$ cat src/rtl/pwa_pkg.sv
// Shared types for the port width adapter.
// Assumes: internal word is a whole number of bytes, byte count even.
package pwa_pkg;

    // Normalised port width selection
    typedef enum logic [1:0] {
        PW_FULL = 2'd0,
        PW_HALF = 2'd1,
        PW_BYTE = 2'd2
    } pw_mode_e;

endpackage

$ cat src/rtl/pwa_byte_rev.sv
// Byte-order reversal: when en is high, byte k of the word moves to byte
// BYTES-1-k; otherwise the word passes unchanged. Purely combinational.
// Assumes: word width is BYTE_W*BYTES.
module pwa_byte_rev #(
    parameter int BYTE_W = 9,
    parameter int BYTES  = 4
) (
    input  logic                      en,
    input  logic [BYTE_W*BYTES-1:0]   din,
    output logic [BYTE_W*BYTES-1:0]   dout
);
    localparam int WORD_W = BYTE_W * BYTES;

    logic [WORD_W-1:0] mirrored;

    // Mirror byte lanes
    for (genvar k = 0; k < BYTES; k++) begin : g_lane
        assign mirrored[k*BYTE_W +: BYTE_W] = din[(BYTES-1-k)*BYTE_W +: BYTE_W];
    end

    // Select reversed or straight word
    assign dout = en ? mirrored : din;
endmodule

$ cat src/rtl/pwa_pack.sv
// Write-side packer: gathers 1, 2 or BYTES narrow pieces (most significant
// first) into one word, optionally reverses byte order, and issues a
// registered one-cycle FIFO write when the final piece arrives.
// Assumes: mode is already normalised; a mode change restarts the word.
module pwa_pack
    import pwa_pkg::*;
#(
    parameter int BYTE_W = 9,
    parameter int BYTES  = 4
) (
    input  logic                      clk,
    input  logic                      rst_n,
    input  pw_mode_e                  mode,
    input  logic                      swap,
    input  logic                      wr_en,
    input  logic [BYTE_W*BYTES-1:0]   din,
    output logic                      fifo_wr_en,
    output logic [BYTE_W*BYTES-1:0]   fifo_wr_data
);
    localparam int WORD_W = BYTE_W * BYTES;
    localparam int HALF_W = WORD_W / 2;
    localparam int CNT_W  = (BYTES > 1) ? $clog2(BYTES) : 1;
    localparam logic [CNT_W-1:0] HALF_LAST = CNT_W'(BYTES/2 - 1);
    localparam logic [CNT_W-1:0] BYTE_LAST = CNT_W'(BYTES - 1);

    pw_mode_e          mode_q;
    logic [CNT_W-1:0]  cnt_q, base_cnt;
    logic [WORD_W-1:0] acc_q, merged, packed_word;
    logic              mode_changed, last_piece;

    // Restart on width change and merge the incoming piece
    always_comb begin
        mode_changed = (mode != mode_q);
        base_cnt     = mode_changed ? '0 : cnt_q;
        case (mode)
            PW_HALF: begin
                merged     = {acc_q[HALF_W-1:0], din[HALF_W-1:0]};
                last_piece = (base_cnt == HALF_LAST);
            end
            PW_BYTE: begin
                merged     = {acc_q[WORD_W-BYTE_W-1:0], din[BYTE_W-1:0]};
                last_piece = (base_cnt == BYTE_LAST);
            end
            default: begin
                merged     = din;
                last_piece = 1'b1;
            end
        endcase
    end

    pwa_byte_rev #(.BYTE_W(BYTE_W), .BYTES(BYTES)) rev_i (
        .en   (swap),
        .din  (merged),
        .dout (packed_word)
    );

    // Track piece position and emit finished words
    always_ff @(posedge clk) begin
        if (!rst_n) begin
            mode_q       <= PW_FULL;
            cnt_q        <= '0;
            acc_q        <= '0;
            fifo_wr_en   <= 1'b0;
            fifo_wr_data <= '0;
        end else begin
            mode_q     <= mode;
            fifo_wr_en <= 1'b0;
            if (wr_en) begin
                if (last_piece) begin
                    fifo_wr_en   <= 1'b1;
                    fifo_wr_data <= packed_word;
                    cnt_q        <= '0;
                end else begin
                    acc_q <= merged;
                    cnt_q <= base_cnt + 1'b1;
                end
            end else if (mode_changed) begin
                cnt_q <= '0;
            end
        end
    end
endmodule

$ cat src/rtl/pwa_unpack.sv
// Read-side splitter: on the first piece of a word it pops the FIFO
// (combinational strobe, show-ahead data), optionally reverses byte order,
// holds the word, and returns pieces most significant first, right-aligned.
// Assumes: mode is normalised; the caller only requests when data exists.
module pwa_unpack
    import pwa_pkg::*;
#(
    parameter int BYTE_W = 9,
    parameter int BYTES  = 4
) (
    input  logic                      clk,
    input  logic                      rst_n,
    input  pw_mode_e                  mode,
    input  logic                      swap,
    input  logic                      rd_en,
    input  logic [BYTE_W*BYTES-1:0]   fifo_rd_data,
    output logic                      fifo_rd_en,
    output logic [BYTE_W*BYTES-1:0]   dout,
    output logic                      dout_valid
);
    localparam int WORD_W = BYTE_W * BYTES;
    localparam int HALF_W = WORD_W / 2;
    localparam int CNT_W  = (BYTES > 1) ? $clog2(BYTES) : 1;
    localparam logic [CNT_W-1:0] HALF_LAST = CNT_W'(BYTES/2 - 1);
    localparam logic [CNT_W-1:0] BYTE_LAST = CNT_W'(BYTES - 1);

    pw_mode_e          mode_q;
    logic [CNT_W-1:0]  cnt_q, base_cnt;
    logic [WORD_W-1:0] hold_q, fresh_word, word_now, shifted, piece;
    logic              mode_changed, last_piece;

    pwa_byte_rev #(.BYTE_W(BYTE_W), .BYTES(BYTES)) rev_i (
        .en   (swap),
        .din  (fifo_rd_data),
        .dout (fresh_word)
    );

    // Choose the word source and slice out the current piece
    always_comb begin
        mode_changed = (mode != mode_q);
        base_cnt     = mode_changed ? '0 : cnt_q;
        fifo_rd_en   = rd_en && (base_cnt == '0);
        word_now     = (base_cnt == '0) ? fresh_word : hold_q;
        case (mode)
            PW_HALF: begin
                shifted    = word_now << (int'(base_cnt) * HALF_W);
                piece      = {{(WORD_W-HALF_W){1'b0}}, shifted[WORD_W-1 -: HALF_W]};
                last_piece = (base_cnt == HALF_LAST);
            end
            PW_BYTE: begin
                shifted    = word_now << (int'(base_cnt) * BYTE_W);
                piece      = {{(WORD_W-BYTE_W){1'b0}}, shifted[WORD_W-1 -: BYTE_W]};
                last_piece = (base_cnt == BYTE_LAST);
            end
            default: begin
                shifted    = word_now;
                piece      = word_now;
                last_piece = 1'b1;
            end
        endcase
    end

    // Register the piece and advance the position
    always_ff @(posedge clk) begin
        if (!rst_n) begin
            mode_q     <= PW_FULL;
            cnt_q      <= '0;
            hold_q     <= '0;
            dout       <= '0;
            dout_valid <= 1'b0;
        end else begin
            mode_q     <= mode;
            dout_valid <= rd_en;
            if (rd_en) begin
                dout <= piece;
                if (base_cnt == '0) hold_q <= fresh_word;
                cnt_q <= last_piece ? '0 : base_cnt + 1'b1;
            end else if (mode_changed) begin
                cnt_q <= '0;
            end
        end
    end
endmodule

$ cat src/rtl/port_width_adapter.sv
// Top of the port width adapter: decodes the width code, then drives the
// write packer and read splitter that share width and reversal settings.
// Assumes: single port clock, FIFO core supplies show-ahead read data.
module port_width_adapter
    import pwa_pkg::*;
#(
    parameter int BYTE_W = 9,
    parameter int BYTES  = 4,
    localparam int WORD_W = BYTE_W * BYTES
) (
    input  logic              clk,
    input  logic              rst_n,
    input  logic [1:0]        cfg_width,
    input  logic              cfg_swap,
    input  logic              port_wr_en,
    input  logic [WORD_W-1:0] port_wr_data,
    output logic              fifo_wr_en,
    output logic [WORD_W-1:0] fifo_wr_data,
    input  logic              port_rd_en,
    output logic [WORD_W-1:0] port_rd_data,
    output logic              port_rd_valid,
    output logic              fifo_rd_en,
    input  logic [WORD_W-1:0] fifo_rd_data
);
    pw_mode_e mode;

    // Decode width code, unused code falls back to full width
    always_comb begin
        case (cfg_width)
            2'd1:    mode = PW_HALF;
            2'd2:    mode = PW_BYTE;
            default: mode = PW_FULL;
        endcase
    end

    pwa_pack #(.BYTE_W(BYTE_W), .BYTES(BYTES)) pack_i (
        .clk          (clk),
        .rst_n        (rst_n),
        .mode         (mode),
        .swap         (cfg_swap),
        .wr_en        (port_wr_en),
        .din          (port_wr_data),
        .fifo_wr_en   (fifo_wr_en),
        .fifo_wr_data (fifo_wr_data)
    );

    pwa_unpack #(.BYTE_W(BYTE_W), .BYTES(BYTES)) unpack_i (
        .clk          (clk),
        .rst_n        (rst_n),
        .mode         (mode),
        .swap         (cfg_swap),
        .rd_en        (port_rd_en),
        .fifo_rd_data (fifo_rd_data),
        .fifo_rd_en   (fifo_rd_en),
        .dout         (port_rd_data),
        .dout_valid   (port_rd_valid)
    );
endmodule

$ cat config.mk
export PLATFORM = sky130hd
export DESIGN_NAME = port_width_adapter
export DESIGN_NICKNAME = d
export VERILOG_FILES = /design/src/rtl/pwa_pkg.sv /design/src/rtl/pwa_byte_rev.sv /design/src/rtl/pwa_pack.sv /design/src/rtl/pwa_unpack.sv /design/src/rtl/port_width_adapter.sv
export SDC_FILE = /design/constraint.sdc
export NUM_CORES = 1
export LEC_CHECK = 0
export ABC_AREA = 1
export BUFFER_PORTS_ARGS = -buffer_cell sky130_fd_sc_hd__clkbuf_2
export CAP_MARGIN = 5
export CORE_AREA = 4 4 137 100
export CTS_BUF_LIST = sky130_fd_sc_hd__clkbuf_2 sky130_fd_sc_hd__clkbuf_4 sky130_fd_sc_hd__clkbuf_8
export CTS_CLUSTER_DIAMETER = 80
export DETAILED_ROUTE_END_ITERATION = 16
export DIE_AREA = 0 0 141 104
export GPL_TIMING_DRIVEN = 0
export PLACE_DENSITY = 0.89
export SETUP_SLACK_MARGIN = 0.2
export SLEW_MARGIN = 20
export SYNTH_ARGS = -nofsm -noshare
export SYNTH_HDL_FRONTEND = slang
export SYNTH_SLANG_ARGS = --single-unit
export TNS_END_PERCENT = 20
$ cat constraint.sdc
create_clock -name clk -period 5.2 [get_ports clk]
set_clock_uncertainty 0.2 [all_clocks]
set_input_delay 1.04 -clock clk [delete_from_list [all_inputs] [get_ports clk]]
set_output_delay 1.04 -clock clk [all_outputs]
set_load 0.005 [all_outputs]
==> results.tsv, run 1 <==
stage	metric	value	unit
final_layout	Net count, final	1311	
synthesis	post-synthesis sequential element count	143	
final_layout	Final Core Density	70.6	%
critical_path	critical path's top delay family	buffers and inverters	
clocking	cts hold-fix bufs	0	
clocking	CTS Buf Count	17	
routing	vias per cell	5.98	
critical_path	worst r2r path cells	14	
die	Core ar.	12300	µm²
sta	Peak Freq	209	MHz
die	Die Y-Extent	104	µm
final_layout	share of layout cells above drive strength 1	20.2	%
flow_run	Max Cap Viol	0	
sta	Slew Viols, Final	0	
die	Rows	34	
clocking	Worst-path clk slew	0.07	ns
sta	unrepaired setup endpoints after global routing	no	
die	I/O Pins	154	
critical_path	crit path max fanout	18	
synthesis	Post-Syn Area	7270	µm²
final_layout	ant diodes	0	
sta	Hold Violations, Final	0	
synthesis	post-synthesis average cell area	6.87	µm²
routing	DRT Pass-1 Iters	6	
global_routing	met1 GRT Util	53.6	%
critical_path	worst path bufs/invs	9	
sta	Worst-Margin Slew	0.774	ns
synthesis	ys async rst share	0	%
critical_path	Crit Path Category	in -> out	
sta	Slew headroom	48.4	%
critical_path	Crit path largest cell delay	0.29	ns
critical_path	CP Capture Type	output pin	
routing	drt total wl	27.0	mm
routing	Via Count	8387	
sta	time the worst path needs with I/O delays and setup	4.77	ns
placement	number of port buffers	152	
min_path	worst hold stages	2	
critical_path	worst-path cell chain	clkbuf_2 -> inv_1 -> ha_1 -> buf_6 -> inv_6 -> nand2_2 -> nand2_2 -> nand3_4 -> ha_1 -> buf_4 -> clkbuf_1 -> buf_2 -> nand2_1 -> clkinv_1 -> clkbuf_2	
synthesis	Synth Warn #	0	
synthesis	Netlist cell types	43	
global_routing	initial antenna violation count	0	
pwr	Worst VDD drop	0.176	mV
sta	Hold WS	0.259	ns
clocking	H-tree Lvls	4	
synthesis	Top FF cell, synth	dfxtp_1	
global_routing	number of global-route vias before repair	7565	
critical_path	Critical-path top delay cell	ha_1	
clocking	# clock sinks	143	
placement	Place WS	0.0951	ns
final_layout	Area Growth Syn to Fin	18.9	%
global_routing	largest net degree at the start of global routing	19	
global_routing	Tot GR Track Use	36.0	%
final_layout	multi-input combinational cell area	3780	µm²
global_routing	grt ovf	0	
global_routing	grt met3 use	15.5	%
placement	Placed Cells	1372	
clocking	CTS tree	yes	
sta	Final Setup Violations	0	
final_layout	layout filler cell count	1069	
min_path	Hold/Removal Path Class	reg -> reg	
clocking	Clock Latency Late Sink	0.46	ns
sta	setup_tns	0	ns
pwr	LEAKAGE	3.96	nW
pwr	total power per unit cell area	318	nW/µm²
synthesis	Post-synth EDFFs	0	
synthesis	Mapped Nets	1141	
die	Die Footprint	14700	µm²
run_status	status	completed	
placement	routability congestion estimate	1.03	
die	die width	141	µm
clocking	Max clock buf depth	2	
routing	wire per inst	19.3	µm
sta	worst setup margin	0.425	ns
global_routing	GR peak layer	met1	
die	initial core utilization	59.4	%
synthesis	Cells after Synth	1058	
routing	drt drc	0	
global_routing	global routing usage on met2	46.9	%
global_routing	global-route wire length before repair	41.4	mm
final_layout	Finished Layout Cells	1402	
final_layout	FF/Latch Area	2860	µm²
sta	period utilization	91.8	%
routing	Final ANT Viol Nets	0	
routing	initial drt markers	1195	
critical_path	CP startpoint kind	primary input	
synthesis	sequential cell area fraction in the yosys report	39.4	%
clocking	cts repair resizes	0	
critical_path	crit path DAT	3.53	ns
clocking	clock root cell	clkbuf_8	
critical_path	Critical Path RT	3.96	ns
clocking	Post-CTS Repair Setup Buffers	0	
placement	placed wire-length estimate	20.5	mm
critical_path	instance count on the critical path	15	
## report_power, final
part	total, mW	leakage (nW)	internal, mW	switching (mW)
combinational	0.591	2.59	0.196	0.395
sequential	1.22	1.18	1.18	0.0457
clock	0.937	0.195	0.447	0.490
total	2.75	3.96	1.82	0.931
## path summary, 6_finish.rpt
check                           end  slack, ns             start
setup reg to reg  unpack_i.dout[16]       1.96  pack_i.mode_q[0]
hold / removal     pack_i.acc_q[26]       0.26  pack_i.acc_q[26]
hold reg to reg    pack_i.acc_q[26]       0.26  pack_i.acc_q[26]
setup / recovery         fifo_rd_en       0.43      cfg_width[0]
## state kept, by name, indices dropped and copies added, names as in the netlist
name and cells:
pack_i.fifo_wr_data 36, unpack_i.dout 36, unpack_i.hold_q 36, pack_i.acc_q 27
pack_i.cnt_q 2, pack_i.mode_q 2, unpack_i.cnt_q 2, pack_i.fifo_wr_en 1
unpack_i.dout_valid 1
## worst min-delay path, stage by stage (launching register included)
cell and delay [ns]:
dfxtp_1 0.30, inv_1 0.06, a21oi_1 0.06
## per-layer routing
metal,vias to the layer above,share of wire (%)
li1,3884,-
met2,598,39
met3,52,17
met5,-,0
met1,3853,43
met4,0,1.5
## stage by stage
step                instance area, µm²  power, mW
floorplan                         7270       1.58
global placement                  8240       1.79
detailed placement                8240       1.80
CTS                               8640       2.71
global route                      8650       2.85
finish                            8650       2.75
## cells in the mapped netlist (2+ instances only)
cell,instances,area share (%)
o2111ai_1,3,0.36
clkinv_1,4,0.21
nand2_2,6,0.52
mux2i_1,18,2.5
o22ai_1,2,0.17
o21ai_0,101,6.9
inv_1,57,2.9
o211ai_1,15,1.5
buf_1,4,0.21
nor2_1,62,3.2
nand3_2,2,0.28
or2_2,9,0.77
nor2_4,3,0.46
a21boi_1,2,0.21
clkbuf_1,35,1.8
ha_1,4,0.69
a21oi_1,161,11
buf_6,3,0.46
a21o_1,6,0.62
inv_2,2,0.10
nand2_1,293,15
nand3_1,58,4.0
buf_2,21,1.4
o221ai_1,15,1.8
dfxtp_1,143,39
buf_4,10,1.0
o21ai_2,2,0.24
o21ai_1,2,0.14
## layout make-up
| cell class | count | area share, % |
|---|---|---|
| Buffer | 74 | 4.41 |
| Timing Repair Buffer | 152 | 8.79 |
| Sequential cell | 143 | 33.1 |
| Multi-Input combinational cell | 774 | 43.7 |
| Clock buffer | 18 | 2.86 |
| Clock inverter | 13 | 1.79 |
| Tap cell | 162 | 2.34 |
| Inverter | 66 | 3.02 |
## logic make-up after synthesis
family                     after synthesis  share of synthesized area [%]
and+or+nand+nor                        437                           24.8
AOI/OAI and AO/OA                      314                           23.7
DFF                                    143                           39.4
buffers and inverters                  141                           8.89
muxes                                   18                           2.48
adders and majority gates                4                          0.688
xor gates and xnor gates                 1                          0.120
## layout by cell type, fill, tap and decap left out, types with 21 or more instances in the layout
| cell | instances |
|---|---|
| a21oi_1 | 161 |
| buf_2 | 21 |
| clkbuf_1 | 34 |
| clkbuf_2 | 153 |
| dfxtp_1 | 143 |
| inv_1 | 57 |
| nand2_1 | 293 |
| nand3_1 | 58 |
| nor2_1 | 62 |
| o21ai_0 | 101 |
Note: power is estimated with default switching activity, not from simulation.
==> run 2: changes to the inputs <==
GPL_TIMING_DRIVEN = not set   (was 0)
==> run 2 against run 1 <==
Cell count fell by 4.3%. Register-to-register slack improved by 0.26 ns. Worst setup slack gained 0.55 ns. Sequential power about the same. Via count fell by 5.3%. Die area did not move. Final area fell by 3.8%. Flip-flop and latch count unchanged. Worst hold slack about the same.
==> results.tsv, run 2 (synthesis results as in run 1) <==
stage	metric	value	unit
sta	unrepaired setup endpoints after global routing	no	
flow_run	Max Cap Viol	0	
placement	number of port buffers	153	
routing	drt total wl	22.9	mm
critical_path	Crit path largest cell delay	0.29	ns
clocking	Clock Latency Late Sink	0.45	ns
clocking	CTS Buf Count	17	
critical_path	worst path bufs/invs	5	
die	die width	141	µm
pwr	Psw	0.878	mW
run_status	status	completed	
routing	Via Count	7944	
critical_path	r2r setup slk	2.22	ns
sta	Slew Viols, Final	0	
placement	Placed Cells	1310	
sta	Slew headroom	36.4	%
placement	Place WS	1.01	ns
final_layout	Net count, final	1250	
final_layout	commonest non-fill, non-tap cell in the layout	nand2_1	
die	Core ar.	12300	µm²
die	initial core utilization	59.4	%
sta	Final Setup Violations	0	
sta	Peak Freq	236	MHz
die	Die Y-Extent	104	µm
clocking	cts repair resizes	0	
routing	vias per cell	5.92	
die	Die Footprint	14700	µm²
clocking	Post-CTS Repair Setup Buffers	0	
clocking	Worst-path clk slew	0.08	ns
pwr	cell-internal power	1.71	mW
critical_path	critical path's top delay family	buffers and inverters	
clocking	# clock sinks	143	
sta	setup_tns	0	ns
global_routing	grt ovf	0	
min_path	Hold/Removal Path Class	reg -> reg	
global_routing	largest net degree at the start of global routing	83	
pwr	sequential power share	47.2	%
critical_path	Crit Path Category	in -> out	
final_layout	ant diodes	0	
global_routing	initial antenna violation count	0	
pwr	Clock Power Share	32.5	%
clocking	cts hold-fix bufs	0	
pwr	Sw Ratio	33.9	%
pwr	Pwr Total	2.59	mW
placement	routability congestion estimate	0.965	
final_layout	most frequent cells in the layout	nand2_1 (293), a21oi_1 (161), clkbuf_2 (153)	
pwr	LEAKAGE	3.81	nW
routing	wire per inst	17.0	µm
placement	placed wire-length estimate	15.8	mm
critical_path	CP startpoint kind	primary input	
critical_path	crit path DAT	2.99	ns
clocking	CTS tree	yes	
final_layout	Area Growth Syn to Fin	14.4	%
routing	DRT Pass-1 Iters	6	
routing	Final ANT Viol Nets	0	
final_layout	share of layout cells above drive strength 1	19.5	%
sta	period utilization	81.3	%
clocking	clock root cell	clkbuf_8	
global_routing	number of global-route vias before repair	6992	
critical_path	Crit path top cell by count	nand2_1	
critical_path	CP Capture Type	output pin	
sta	Hold Violations, Final	0	
final_layout	Finished Layout Cells	1342	
clocking	Max clock buf depth	2	
critical_path	Critical-path top delay cell	clkinv_1	
die	I/O Pins	154	
routing	initial drt markers	1064	
global_routing	global-route wire length before repair	36.0	mm
critical_path	crit path max fanout	18	
sta	time the worst path needs with I/O delays and setup	4.23	ns
final_layout	Largest regs	pack_i.fifo_wr_data x36, unpack_i.dout x36, unpack_i.hold_q x36	
clocking	H-tree Lvls	4	
final_layout	layout filler cell count	1084	
global_routing	Tot GR Track Use	30.1	%
pwr	combinational share of power	20.3	%
sta	Worst-Margin Slew	0.953	ns
critical_path	Critical Path RT	3.96	ns
sta	worst setup margin	0.971	ns
pwr	total power per unit cell area	311	nW/µm²
critical_path	worst-path cell chain	clkbuf_2 -> inv_1 -> ha_1 -> buf_4 -> nand2_1 -> nand2_1 -> nor2_4 -> nand2_4 -> ha_1 -> nand2_1 -> clkinv_1 -> clkbuf_2	
routing	drt drc	0	
die	Rows	34	
pwr	Worst VDD drop	0.180	mV
[run 2: changes by cell type in the layout (fill, tap and decap cells not counted), sizes merged]
cell / previous run / this run
clkbuf: 205 / 171
bufinv: 2 / 0
clkinv: 8 / 9
buf: 39 / 12
inv: 66 / 68
[run 2: path summary, 6_finish.rpt]
check	depth (start not counted)	from	endpoint
max	12	cfg_width[0]	fifo_rd_en
min	2	pack_i.acc_q[26]	pack_i.acc_q[26]
max reg2reg	13	pack_i.mode_q[1]	unpack_i.dout[5]
min reg2reg	2	pack_i.acc_q[26]	pack_i.acc_q[26]
[run 2: stage by stage]
stage                     util, %  instance area [µm²]  hold slack [ns]
after global routing         67.9                 8320            0.278
final                        67.9                 8320            0.259
after detailed placement     64.9                 7950            0.252
after CTS                    67.9                 8320            0.260
after global placement       64.9                 7950            0.243
after floorplan                 -                 7270            0.229
[run 2: worst min-delay path, stage by stage (launching register included)]
cell     delay [ns]
dfxtp_1        0.30
inv_1          0.05
a21oi_1        0.06
[run 2: power groups by stage]
stage          combinational [mW]  clock, mW  sequential (mW)
3_5_place_dp                0.507          0             1.25
4_1_cts                     0.511      0.846             1.22
3_3_place_gp                0.499          0             1.24
2_1_floorplan               0.337          0             1.24
6_report                    0.526      0.842             1.22
5_1_grt                     0.577      0.888             1.23
[run 2: layout make-up]
cell class	instances	area [µm²]	share of cell area [%]
Sequential cell	143	2860	34.4
Timing Repair Buffer	165	856	10.3
Tap cell	162	203	2.44
Multi-Input combinational cell	774	3760	45.2
Inverter	66	262	3.14
Clock inverter	14	126	1.52
Clock buffer	18	248	2.98
[run 2: routing by layer]
metal  GRT usage [%]  vias to the layer above  share of wire (%)
li1                -                     3756                  -
met1            43.7                     3652                 43
met2            43.1                      492                 42
met3            10.4                       44                 13
met4            6.50                        0                1.6
met5               0                        -                  0
==> run 3: changes to the inputs <==
ABC_AREA = 0   (was 1)
CORE_AREA = 4 4 149 108   (was 4 4 137 100)
DIE_AREA = 0 0 153 112   (was 0 0 141 104)
PLACE_DENSITY = 0.82   (was 0.89)
clock period = 3.59 ns   (was 5.2 ns; I/O delays follow)
==> run 3 against run 2 <==
Non-clock buffer count is 10 higher. Register-to-register slack worse by 1.3 ns. Sequential power increased by 47%. Global-route usage shrank 5.5 points. Synthesized area increased by 3.4%. Clock power rose by 66%. Final area is 5.3% higher. First-iteration DRC count fell by 42%. Highest routed layer unchanged. Largest power group unchanged. Worst hold slack got worse by 0.0063 ns. Critical endpoint unchanged. Largest cell class unchanged. Combinational power is 55% higher. Routed wire length down 5.1%.
==> results.tsv, run 3 <==
stage	metric	value	unit
synthesis	Synth top cells by count	nand2_1 (166), dfxtp_1 (143), mux2i_1 (90)	
critical_path	Crit Path Category	in -> out	
synthesis	sequential cell area fraction in the yosys report	38.1	%
final_layout	Area Growth Syn to Fin	16.5	%
critical_path	crit path DAT	2.20	ns
synthesis	cell with the most instances after synthesis	nand2_1	
synthesis	post-synthesis average cell area	8.43	µm²
clocking	Max clock buf depth	2	
pwr	LEAKAGE	4.12	nW
pwr	Worst VDD drop	0.213	mV
final_layout	most frequent cells in the layout	nand2_1 (166), clkbuf_2 (151), dfxtp_1 (143)	
placement	routability congestion estimate	0.903	
clocking	Worst-path clk slew	0.08	ns
sta	period utilization	86.9	%
routing	Final ANT Viol Nets	0	
routing	wire per inst	17.9	µm
die	Die Y-Extent	112	µm
placement	Placed Instance Area	8330	µm²
placement	placed wire-length estimate	15.4	mm
sta	Slew headroom	28.8	%
synthesis	Post-synth EDFFs	0	
clocking	CTS tree	yes	
critical_path	crit path max fanout	22	
clocking	H-tree Lvls	4	
placement	number of port buffers	153	
critical_path	CP startpoint kind	primary input	
routing	initial drt markers	620	
synthesis	Netlist cell types	52	
die	Rows	37	
final_layout	Net count, final	1089	
min_path	Hold/Removal Path Class	reg -> reg	
final_layout	final instance area	8760	µm²
clocking	clock root cell	clkbuf_8	
critical_path	Critical Path RT	2.67	ns
synthesis	Top FF cell, synth	dfxtp_1	
global_routing	largest net degree at the start of global routing	96	
run_status	status	completed	
synthesis	Mapped Nets	975	
die	Core ar.	14500	µm²
final_layout	commonest non-fill, non-tap cell in the layout	nand2_1	
die	initial core utilization	51.7	%
synthesis	area share of the largest cell type after synthesis	38.1	%
sta	Peak Freq	321	MHz
clocking	CTS Buf Count	17	
die	I/O Pins	154	
routing	DRT Pass-1 Iters	5	
die	die width	153	µm
clocking	# clock sinks	143	
flow_run	Max Cap Viol	0	
routing	drt drc	0	
routing	vias per cell	5.74	
routing	Via Count	6968	
clocking	Post-CTS Repair Setup Buffers	0	
routing	drt total wl	21.7	mm
sta	unrepaired setup endpoints after global routing	no	
global_routing	grt ovf	0	
critical_path	r2r setup slk	0.97	ns
sta	setup_tns	0	ns
synthesis	Cells after Synth	892	
pwr	total power per unit cell area	457	nW/µm²
die	Die Footprint	17100	µm²
sta	Hold Violations, Final	0	
synthesis	post-synthesis sequential element count	143	
clocking	Clock Latency Late Sink	0.45	ns
global_routing	global-route wire length before repair	34.4	mm
sta	Slew Viols, Final	0	
final_layout	share of layout cells above drive strength 1	23.2	%
synthesis	Post-Syn Area	7520	µm²
sta	time the worst path needs with I/O delays and setup	3.12	ns
pwr	Pwr Total	4.00	mW
clocking	cts hold-fix bufs	0	
critical_path	CP Capture Type	output pin	
global_routing	number of global-route vias before repair	6551	
final_layout	ant diodes	0	
final_layout	Largest regs	pack_i.fifo_wr_data x36, unpack_i.dout x36, unpack_i.hold_q x36	
sta	Final Setup Violations	0	
synthesis	ys async rst share	0	%
global_routing	initial antenna violation count	0	
synthesis	Synth Warn #	0	
synthesis	top area cells in the synthesized netlist	dfxtp_1 (38%), mux2i_1 (12%), nand2_1 (8.3%)	
synthesis	largest area contributor in the netlist	dfxtp_1	
clocking	cts repair resizes	0	
global_routing	Tot GR Track Use	24.6	%
sta	Worst-Margin Slew	1.07	ns
-- run 3: cell count changes in the layout (fill, tap and decap cells not counted), moves of 11 or more --
cell,delta
a21boi_0,+25
o221ai_1,-14
buf_4,+11
nor2b_1,+29
o21ai_0,-44
mux2i_1,+72
inv_1,-52
o211a_1,+36
and2_1,+12
a22oi_1,+28
a21oi_1,-103
nand2_1,-127
nand3_1,-46
nor2_1,-20
-- run 3: layout make-up --
class                   instances  area [µm²]
multi-input cells             662        4250
flip-flops and latches        143        2860
inverters                       7        26.3
fillers                      1291        5780
clock inverters                11         155
repair buffers                175         948
well taps                     195         244
clock buffers                  21         277
-- run 3: logic make-up (layout without fill, tap and decap cells) --
family                     after synthesis  after routing  share of synthesized area, %
AOI/OAI and AO/OA                      265            265                          23.9
xor gates and xnor gates                 3              3                         0.549
muxes                                  100            100                          13.5
and+or+nand+nor                        290            290                          17.3
adders and majority gates                4              4                         0.666
buffers and inverters                   87            214                          5.94
DFF                                    143            143                          38.1
-- run 3: per-stage QoR --
stage	setup WS (ns)	hold WS [ns]	std cells	util (%)
after CTS	0.496	0.253	1214	60.3
final	0.470	0.253	1214	60.3
after global routing	0.389	0.275	1214	60.3
after global placement	0.363	0.240	1182	57.3
after detailed placement	0.241	0.244	1182	57.3
after floorplan	0.205	0.247	892	-
-- run 3: per-layer routing --
layer	vias up	global-route usage [%]	routed length (µm)
li1	3366	-	-
met1	3264	35.7	10100
met2	311	36.8	9410
met3	27	5.52	1900
met4	0	7.00	302
met5	-	0	0
-- run 3: worst paths after layout --
kind,startpoint,cells past startpoint,to
max,cfg_width[0],9,fifo_rd_en
max reg2reg,pack_i.mode_q[1],11,unpack_i.dout[3]
min reg2reg,pack_i.fifo_wr_data[20],2,pack_i.fifo_wr_data[20]
min,pack_i.fifo_wr_data[20],2,pack_i.fifo_wr_data[20]
-- run 3: where the power goes --
group          switching (mW)  leakage [nW]  internal, mW
registers              0.0769          1.18          1.71
clock network           0.656         0.207         0.748
logic                   0.480          2.74         0.334
total                    1.21          4.12          2.79
-- run 3: worst max-delay path, cell delays in order --
cell and delay [ns]:
clkbuf_2 0.14, inv_2 0.05, ha_4 0.24, xnor2_2 0.17, and3_1 0.21, inv_2 0.08
ha_4 0.14, and2_0 0.28, clkbuf_2 0.17
